### src/rtl/rc_mem_seq.sv
module rc_mem_seq #(
  parameter int ROW_W     = 8,
  parameter int COL_W     = 8,
  parameter int DATA_W    = 8,
  parameter int CLK_NS    = 20,
  parameter int ACCESS_NS = 50
) (
  input  logic                   clk,
  input  logic                   rst_n,
  input  logic                   req,
  input  logic                   we,
  input  logic [ROW_W+COL_W-1:0] addr,
  input  logic [DATA_W-1:0]      wdata,
  output logic                   ready,
  output logic                   rvalid,
  output logic [DATA_W-1:0]      rdata,
  output logic [((ROW_W>COL_W)?ROW_W:COL_W)-1:0] mem_a,
  output logic                   row_stb,
  output logic                   col_stb,
  output logic                   wr_en,
  output logic                   rd_en,
  output logic [DATA_W-1:0]      mem_wd,
  input  logic [DATA_W-1:0]      mem_rd
);
  localparam int ADDR_W   = ROW_W + COL_W;
  localparam int PIN_W    = (ROW_W > COL_W) ? ROW_W : COL_W;
  localparam int HOLD_RAW = (ACCESS_NS + CLK_NS - 1) / CLK_NS;
  localparam int HOLD     = (HOLD_RAW < 1) ? 1 : HOLD_RAW;
  localparam int CNT_W    = (HOLD > 1) ? $clog2(HOLD) : 1;

  typedef enum logic [2:0] {S_IDLE, S_ROW, S_COL, S_WAIT, S_DONE} st_t;

  st_t               st;
  logic [ADDR_W-1:0] a_q;
  logic [DATA_W-1:0] d_q;
  logic              we_q;
  logic [CNT_W-1:0]  cnt;
  logic              last;

  assign last = (cnt == CNT_W'(HOLD - 1));

  always_ff @(posedge clk) begin
    if (!rst_n) begin
      st    <= S_IDLE;
      a_q   <= '0;
      d_q   <= '0;
      we_q  <= 1'b0;
      cnt   <= '0;
      rdata <= '0;
    end else begin
      case (st)
        S_IDLE: if (req) begin
          a_q  <= addr;
          d_q  <= wdata;
          we_q <= we;
          st   <= S_ROW;
        end
        S_ROW:  st <= S_COL;
        S_COL: begin
          cnt <= '0;
          st  <= S_WAIT;
        end
        S_WAIT: begin
          if (last) begin
            if (!we_q) rdata <= mem_rd;
            st <= S_DONE;
          end else begin
            cnt <= cnt + 1'b1;
          end
        end
        default: st <= S_IDLE;
      endcase
    end
  end

  assign ready   = (st == S_IDLE);
  assign row_stb = (st == S_ROW) || (st == S_COL) || (st == S_WAIT);
  assign col_stb = (st == S_COL) || (st == S_WAIT);
  assign wr_en   = (st == S_WAIT) && we_q;
  assign rd_en   = (st == S_WAIT) && !we_q;
  assign rvalid  = (st == S_DONE) && !we_q;
  assign mem_wd  = d_q;
  assign mem_a   = (st == S_ROW) ? PIN_W'(a_q[ADDR_W-1:COL_W]) : PIN_W'(a_q[COL_W-1:0]);

  a_r4_col_under_row: assert property (@(posedge clk) disable iff (!rst_n)
    col_stb |-> row_stb);
  a_r5_ctrl_under_col: assert property (@(posedge clk) disable iff (!rst_n)
    (wr_en || rd_en) |-> col_stb);
  a_r3_row_before_col: assert property (@(posedge clk) disable iff (!rst_n)
    $rose(col_stb) |-> $past(row_stb && !col_stb));
  a_r4_pins_stable: assert property (@(posedge clk) disable iff (!rst_n)
    (col_stb && $past(col_stb)) |-> $stable(mem_a));
  a_r7_release_after_hold: assert property (@(posedge clk) disable iff (!rst_n)
    $fell(col_stb) |-> $past(cnt) == CNT_W'(HOLD - 1));
  a_r6_rvalid_pulse: assert property (@(posedge clk) disable iff (!rst_n)
    rvalid |=> !rvalid);
  a_r2_busy_no_ready: assert property (@(posedge clk) disable iff (!rst_n)
    row_stb |-> !ready);
endmodule

### config.mk
export PLATFORM = sky130hd
export DESIGN_NAME = rc_mem_seq
export DESIGN_NICKNAME = d
export VERILOG_FILES = /design/src/rtl/rc_mem_seq.sv
export SDC_FILE = /design/constraint.sdc
export NUM_CORES = 1
export LEC_CHECK = 0
export ABC_AREA = 1
export BUFFER_PORTS_ARGS = -buffer_cell sky130_fd_sc_hd__buf_2
export CORE_MARGIN = 2
export CORE_UTILIZATION = 35
export DETAILED_ROUTE_END_ITERATION = 6
export GPL_ROUTABILITY_DRIVEN = 1
export REMOVE_ABC_BUFFERS = 1
export SLEW_MARGIN = 20
export SYNTH_ARGS = -nofsm -noshare
export SYNTH_HDL_FRONTEND = slang
export SYNTH_SLANG_ARGS = --single-unit
### constraint.sdc
create_clock -name clk -period 1.9 [get_ports clk]
set_input_delay 0.19 -clock clk [delete_from_list [all_inputs] [get_ports clk]]
set_output_delay 0.19 -clock clk [all_outputs]
set_load 0.01 [all_outputs]
==> results of run 1 <==
[flip-flops by register name, indices dropped and copies added, names as in the netlist]
name    count
cnt         2
a_q        16
rdata       8
mem_wd      8
we_q        1
st          3
[worst max-delay path, cell delays in order, from the launching register on]
cell and delay [ps]:
dfxtp_1 390, inv_2 120, nand3_2 290, o21ai_0 260, buf_2 160
[synth_stat cells]
cell type	number	area share
nand2_1	51	0.12
dfxtp_1	38	0.46
nand3_1	37	0.11
a21oi_1	36	0.11
inv_1	16	0.037
nor2_1	7	0.016
clkbuf_1	4	0.0092
o21ai_0	4	0.012
o21ai_1	4	0.012
buf_4	3	0.014
buf_6	3	0.021
buf_2	2	0.0061
inv_2	2	0.0046
nand2_2	2	0.0076
nor2_2	2	0.0076
clkinv_1	1	0.0023
ha_1	1	0.0076
nand2_4	1	0.0069
nand3_2	1	0.0061
nand3_4	1	0.011
nand3b_1	1	0.0046
nor2_4	1	0.0069
nor4_1	1	0.0038
[worst min path at each step]
stage / start / end / depth (start not counted)
6_report: wdata[7] / mem_wd[7] / 3
5_1_grt: addr[13] / a_q[13] / 3
4_1_cts: wdata[2] / mem_wd[2] / 3
3_5_place_dp: rdata[0] / rdata[0] / 2
3_3_place_gp: rdata[5] / rdata[5] / 2
2_1_floorplan: rst_n / cnt[1] / 2
[cell families after synthesis]
group                      count (synthesis)  share of synthesized area
and+or+nand+nor                          105                      0.300
DFF                                       38                      0.464
buffers and inverters                     31                     0.0932
adders and majority gates                  1                    0.00764
AOI/OAI and AO/OA                         44                      0.134
[final cells by class]
| class | instances | area share |
|---|---|---|
| inverters | 19 | 0.0333 |
| well taps | 52 | 0.0304 |
| multi-input cells | 150 | 0.339 |
| clock buffers | 6 | 0.0386 |
| clock inverters | 2 | 0.0281 |
| flip-flops and latches | 38 | 0.356 |
| repair buffers | 70 | 0.175 |
[power groups by stage]
| stage | logic [µW] | registers, µW | clock network [µW] |
|---|---|---|---|
| 4_1_cts | 428 | 895 | 867 |
| 2_1_floorplan | 242 | 915 | 0 |
| 6_report | 418 | 895 | 838 |
| 3_3_place_gp | 426 | 911 | 0 |
| 3_5_place_dp | 427 | 913 | 0 |
| 5_1_grt | 480 | 904 | 904 |
[stage by stage]
stage	std cells	total power (µW)	instance area [µm²]
after global placement	329	1340	2000
after CTS	337	2190	2140
after global routing	337	2290	2140
final	337	2150	2140
after detailed placement	329	1340	2000
after floorplan	207	1160	1560
[routing by layer]
| layer | share of wire | vias up |
|---|---|---|
| li1 | - | 847 |
| met3 | 0.046 | 5 |
| met2 | 0.44 | 37 |
| met4 | 0.018 | 0 |
| met1 | 0.50 | 687 |
| met5 | 0 | - |
==> impl_metrics.py, run 1 <==
metrics = {
    "outcome": {
        "status": "complete, no violations",
    },
    "clock_tree": {
        "cts-htree-levels": 2,
        "clock-root-buffer": "clkbuf_8",
        "ctsHoldBuffers": 0,
        "cts.sinks": 38,
        "clock_latency_ps": 290,
        "tritoncts": "built",
        "cts_resized": 0,
        "path_clk_slew_ps": 70,
        "cts_buffer_depth": 2,
        "post-cts-setup-buffers": 0,
        "cts_made_buffers": 5,
    },
    "power_and_ir_drop": {
        "seq_power_share": 0.416,
        "power.switching_uw": 574,
        "p_leak_uw": 0.000978,
        "combPwrFrac": 0.194,
        "power.density_mw_per_mm2": 1010,
        "swShare": 0.267,
        "p_int_uw": 1580,
        "ir_worst_vdd_uv": 468,
        "pwr-share-clk": 0.390,
    },
    "floorplan": {
        "coreArea_mm2": 0.00444,
        "start_util": 0.369,
        "dieArea_mm2": 0.00524,
        "ios": 66,
        "die-width_um": 72.4,
        "rows": 24,
        "fp.dieH_um": 72.4,
    },
    "global_routing": {
        "gr-max-usage-layer": "met2",
        "grt_pass1_wl_um": 6380,
        "grt_start_max_net_pins": 26,
        "use_met1": 0.214,
        "grt_pass1_vias": 1398,
        "track_usage": 0.156,
        "grt_overflow_total": 0,
        "antenna_found_initial": 0,
        "grt.met3_usage": 0.0444,
        "grtUsageMet2": 0.234,
    },
    "timing": {
        "hold_violations": 0,
        "tns_ps": 0,
        "max_slew.worst_pin.slew_ps": 503,
        "timing.final.max_slew_violations": 0,
        "fin_crit_ps": 1690,
        "setup_slack_ps": 205,
        "finalSetupViolations": 0,
        "slew_headroom": 0.663,
        "fmax_mhz": 590,
        "rsz0062_at_grt": "no",
        "worst_clock_skew_ps": 4.46,
        "whs_ps": 159,
        "finalCritPeriodShare": 0.892,
    },
    "layout": {
        "final_util": 0.481,
        "multiInputGateArea_um2": 724,
        "fillCellCount": 479,
        "ff_latch_area_um2": 761,
        "final_nets": 321,
        "syn2layout_area_growth_pct": 30.6,
        "layout_commonest_cell": "buf_2",
        "drive_gt1_frac": 0.309,
        "final_cell_mix": "buf_2 (65), nand2_1 (51), dfxtp_1 (38)",
        "diodes": 0,
    },
    "drt": {
        "firstDrtPassIters": 4,
        "drc_errors": 0,
        "num_vias": 1576,
        "routed_wl_um": 3880,
        "routedWlPerCell_um": 11.5,
        "ant_nets": 0,
        "first_iter_violations": 64,
        "viasPerCell": 4.68,
    },
    "setup_path": {
        "cp-start-kind": "register",
        "reg2reg_depth": 7,
        "cp-end-kind": "primary output",
        "endpoint": "mem_a[1]",
        "critical_path_required_ps": 1710,
        "critical_path_class": "register to primary output",
        "worstPathArrival_ps": 1500,
        "rr_startpoint": "cnt[0]",
        "crit_start": "st[1]",
        "cp_max_fo": 17,
        "r2r_end": "rdata[7]",
        "r2r_slack_ps": 540,
    },
    "synthesis": {
        "synth_cell_types": 23,
        "netlist_instances": 219,
        "synth_area_mm2": 0.00164,
        "synth-seq-cells": 38,
        "synth.avg_cell_area_um2": 7.48,
        "ys_seq_area_frac": 0.464,
        "yosys_warnings": 0,
    },
    "place": {
        "io_buffers": 65,
        "place_hpwl_um": 2730,
        "place.gp.congestion": 0.807,
        "pre_cts_slack_ps": 493,
    },
    "flow_run": {
        "cap_violations": 0,
    },
    "min_path": {
        "hp-class": "primary input to register",
    },
}
Note: power is estimated with default switching activity, not from simulation.
==> run 2: changes to the inputs <==
- ABC_AREA: 1 -> unset
- SLEW_MARGIN: 20 -> 40
==> run 2 against run 1 <==
Net effect: clock skew fell by 1.9 ps; synthesized cell count fell by 14%; hold slack got worse by 34 ps; clock power fell by 34%; highest routed layer unchanged.
==> impl_metrics.py, run 2 <==
metrics = {
    "layout": {
        "ff_latch_area_um2": 762,
        "largest-register": "a_q",
        "layout_commonest_cell": "buf_2",
        "instances_no_fill": 307,
        "fillCellCount": 479,
        "final_nets": 291,
        "final_cell_mix": "buf_2 (65), nand2_1 (43), dfxtp_1 (37)",
        "drive_gt1_frac": 0.365,
        "largest_register_ffs": 16,
        "diodes": 0,
        "multiInputGateArea_um2": 778,
        "final_util": 0.474,
        "syn2layout_area_growth_pct": 27.5,
    },
    "timing": {
        "worst_clock_skew_ps": 2.56,
        "rsz0062_at_grt": "no",
        "fmax_mhz": 574,
        "fin_crit_ps": 1740,
        "slew_headroom": 0.650,
        "finalSetupViolations": 0,
        "tns_ps": 0,
        "timing.final.max_slew_violations": 0,
        "hold_violations": 0,
        "setup_slack_ps": 159,
        "max_slew.worst_pin.slew_ps": 523,
        "finalCritPeriodShare": 0.916,
    },
    "global_routing": {
        "antenna_found_initial": 0,
        "track_usage": 0.140,
        "grt_start_max_net_pins": 29,
        "grt_pass1_vias": 1348,
        "grt_overflow_total": 0,
        "grt_pass1_wl_um": 5870,
    },
    "clock_tree": {
        "ctsHoldBuffers": 0,
        "cts_buffer_depth": 2,
        "clock_latency_ps": 280,
        "path_clk_slew_ps": 70,
        "cts-htree-levels": 2,
        "clock-root-buffer": "clkbuf_8",
        "cts.sinks": 38,
        "cts_made_buffers": 5,
        "tritoncts": "built",
    },
    "power_and_ir_drop": {
        "power.density_mw_per_mm2": 805,
        "ir_worst_vdd_uv": 513,
        "p_leak_uw": 0.000931,
    },
    "floorplan": {
        "dieArea_mm2": 0.00528,
        "die-width_um": 72.7,
        "coreArea_mm2": 0.00444,
        "fp.dieH_um": 72.7,
        "rows": 24,
        "start_util": 0.372,
        "ios": 66,
    },
    "synthesis": {
        "ys_seq_area_frac": 0.461,
        "netlist_instances": 189,
        "yosys_warnings": 0,
        "synth.area.top_cells": "dfxtp_1 (46%), nand2_1 (9.8%), nand3_1 (7.9%), o21ai_0 (7.0%), mux2_2 (5.5%)",
        "synth_cell_types": 29,
        "synth-main-ff-cell": "dfxtp_1",
        "yosysMostFrequentCell": "nand2_1",
        "synth_area_mm2": 0.00165,
        "synth-seq-cells": 38,
        "yosysTopAreaCellShare": 0.461,
        "async_flop_share": 0,
        "synth_edf_count": 0,
        "synth.avg_cell_area_um2": 8.74,
        "synth_top_cell_by_area": "dfxtp_1",
        "synth_common_cells": "nand2_1 (43), dfxtp_1 (38), nand3_1 (26), o21ai_0 (23)",
    },
    "drt": {
        "routed_wl_um": 3380,
        "first_iter_violations": 45,
        "ant_nets": 0,
        "firstDrtPassIters": 4,
        "drc_errors": 0,
        "viasPerCell": 4.72,
        "num_vias": 1450,
        "routedWlPerCell_um": 11.0,
    },
    "flow_run": {
        "cap_violations": 0,
    },
    "setup_path": {
        "cp_slowest_cell": "dfxtp_2",
        "worstPathArrival_ps": 1550,
        "cp-start-kind": "register",
        "cp-end-kind": "primary output",
        "slowest_delay_ps": 390,
        "critical_path_class": "register to primary output",
        "cp_max_fo": 10,
        "critical_path_required_ps": 1710,
        "r2r_slack_ps": 350,
        "rr_startpoint": "cnt[0]",
        "critPathBufInv": 2,
        "path_cells": "nor3b_4, buf_4, mux2_2, buf_2",
        "cp_top_family": "flip-flops",
        "r2r_end": "rdata[7]",
        "reg2reg_depth": 5,
        "crit_cells": 4,
    },
    "min_path": {
        "hold_start": "addr[4]",
        "hp-class": "primary input to register",
        "min_path_cells": 3,
        "min_to": "a_q[4]",
    },
    "place": {
        "place.gp.congestion": 0.735,
        "place_hpwl_um": 2440,
        "io_buffers": 65,
        "pre_cts_slack_ps": 254,
        "dp_cells": 297,
    },
    "outcome": {
        "status": "complete, no violations",
    },
}
## run 2: changes by cell type after synthesis, sizes merged, moves of 4 or more
cell and change:
inv -17, nor3 +4, mux2i +8, a21oi -34
nand2 -11, o21ai +17, mux2 +8, nor2 -6
nand3 -13
## run 2: worst min-delay path, stage by stage
cell and delay, ps:
buf_2 80, nand3_1 50, o21ai_0 60
## run 2: where the power goes
group          internal, µW  total [µW]  leakage [µW]  switching, µW
Sequential              842         870      0.000310           28.5
Clock                   293         557     0.0000482            264
Combinational           128         269      0.000573            140
## run 2: kinds of logic after synthesis
kind of cell	Yosys count	share of synthesized area
buf+inv	17	0.0682
fa+ha+maj	1	0.00757
mux	16	0.103
compound gates	31	0.100
simple gates	86	0.261
flops	38	0.461
## run 2: how the worst max path moves through the flow
| stage | from | to |
|---|---|---|
| global route | st[1] | mem_a[6] |
| finish | st[1] | mem_a[7] |
| global placement | st[1] | mem_a[7] |
| detailed placement | st[1] | mem_a[7] |
| floorplan | st[2] | a_q[0] |
| CTS | st[1] | mem_a[2] |
## run 2: stage by stage
step           power, µW  hold WS [ps]  area [µm²]
3_3_place_gp        1140           405        1990
6_report            1700           124        2110
5_1_grt             1800           120        2110
4_1_cts             1720           118        2100
2_1_floorplan       1010           308        1540
3_5_place_dp        1150           414        1990
## run 2: area by class of cell
| class | count | area share |
|---|---|---|
| well taps | 52 | 0.0309 |
| flip-flops and latches | 38 | 0.362 |
| multi-input cells | 134 | 0.370 |
| inverters | 1 | 0.00178 |
| repair buffers | 74 | 0.193 |
| clock buffers | 7 | 0.0410 |
| clock inverters | 1 | 0.00238 |
## run 2: routing by layer
metal | global-route usage | wire length [µm] | share of wire | vias to the layer above
met2 | 0.220 | 1490 | 0.44 | 38
met4 | 0.0494 | 25 | 0.0074 | 0
met1 | 0.183 | 1670 | 0.49 | 636
li1 | - | - | - | 774
met5 | 0 | 0 | 0 | -
met3 | 0.0414 | 191 | 0.057 | 2
## run 2: what timing repair did
action | in CTS | in global routing
gates resized for setup | 0 | 1
endpoints found under the setup margin | 8 | 1
buffers inserted | 2 | 0
pin swaps | 1 | 0
cloned | 0 | 0
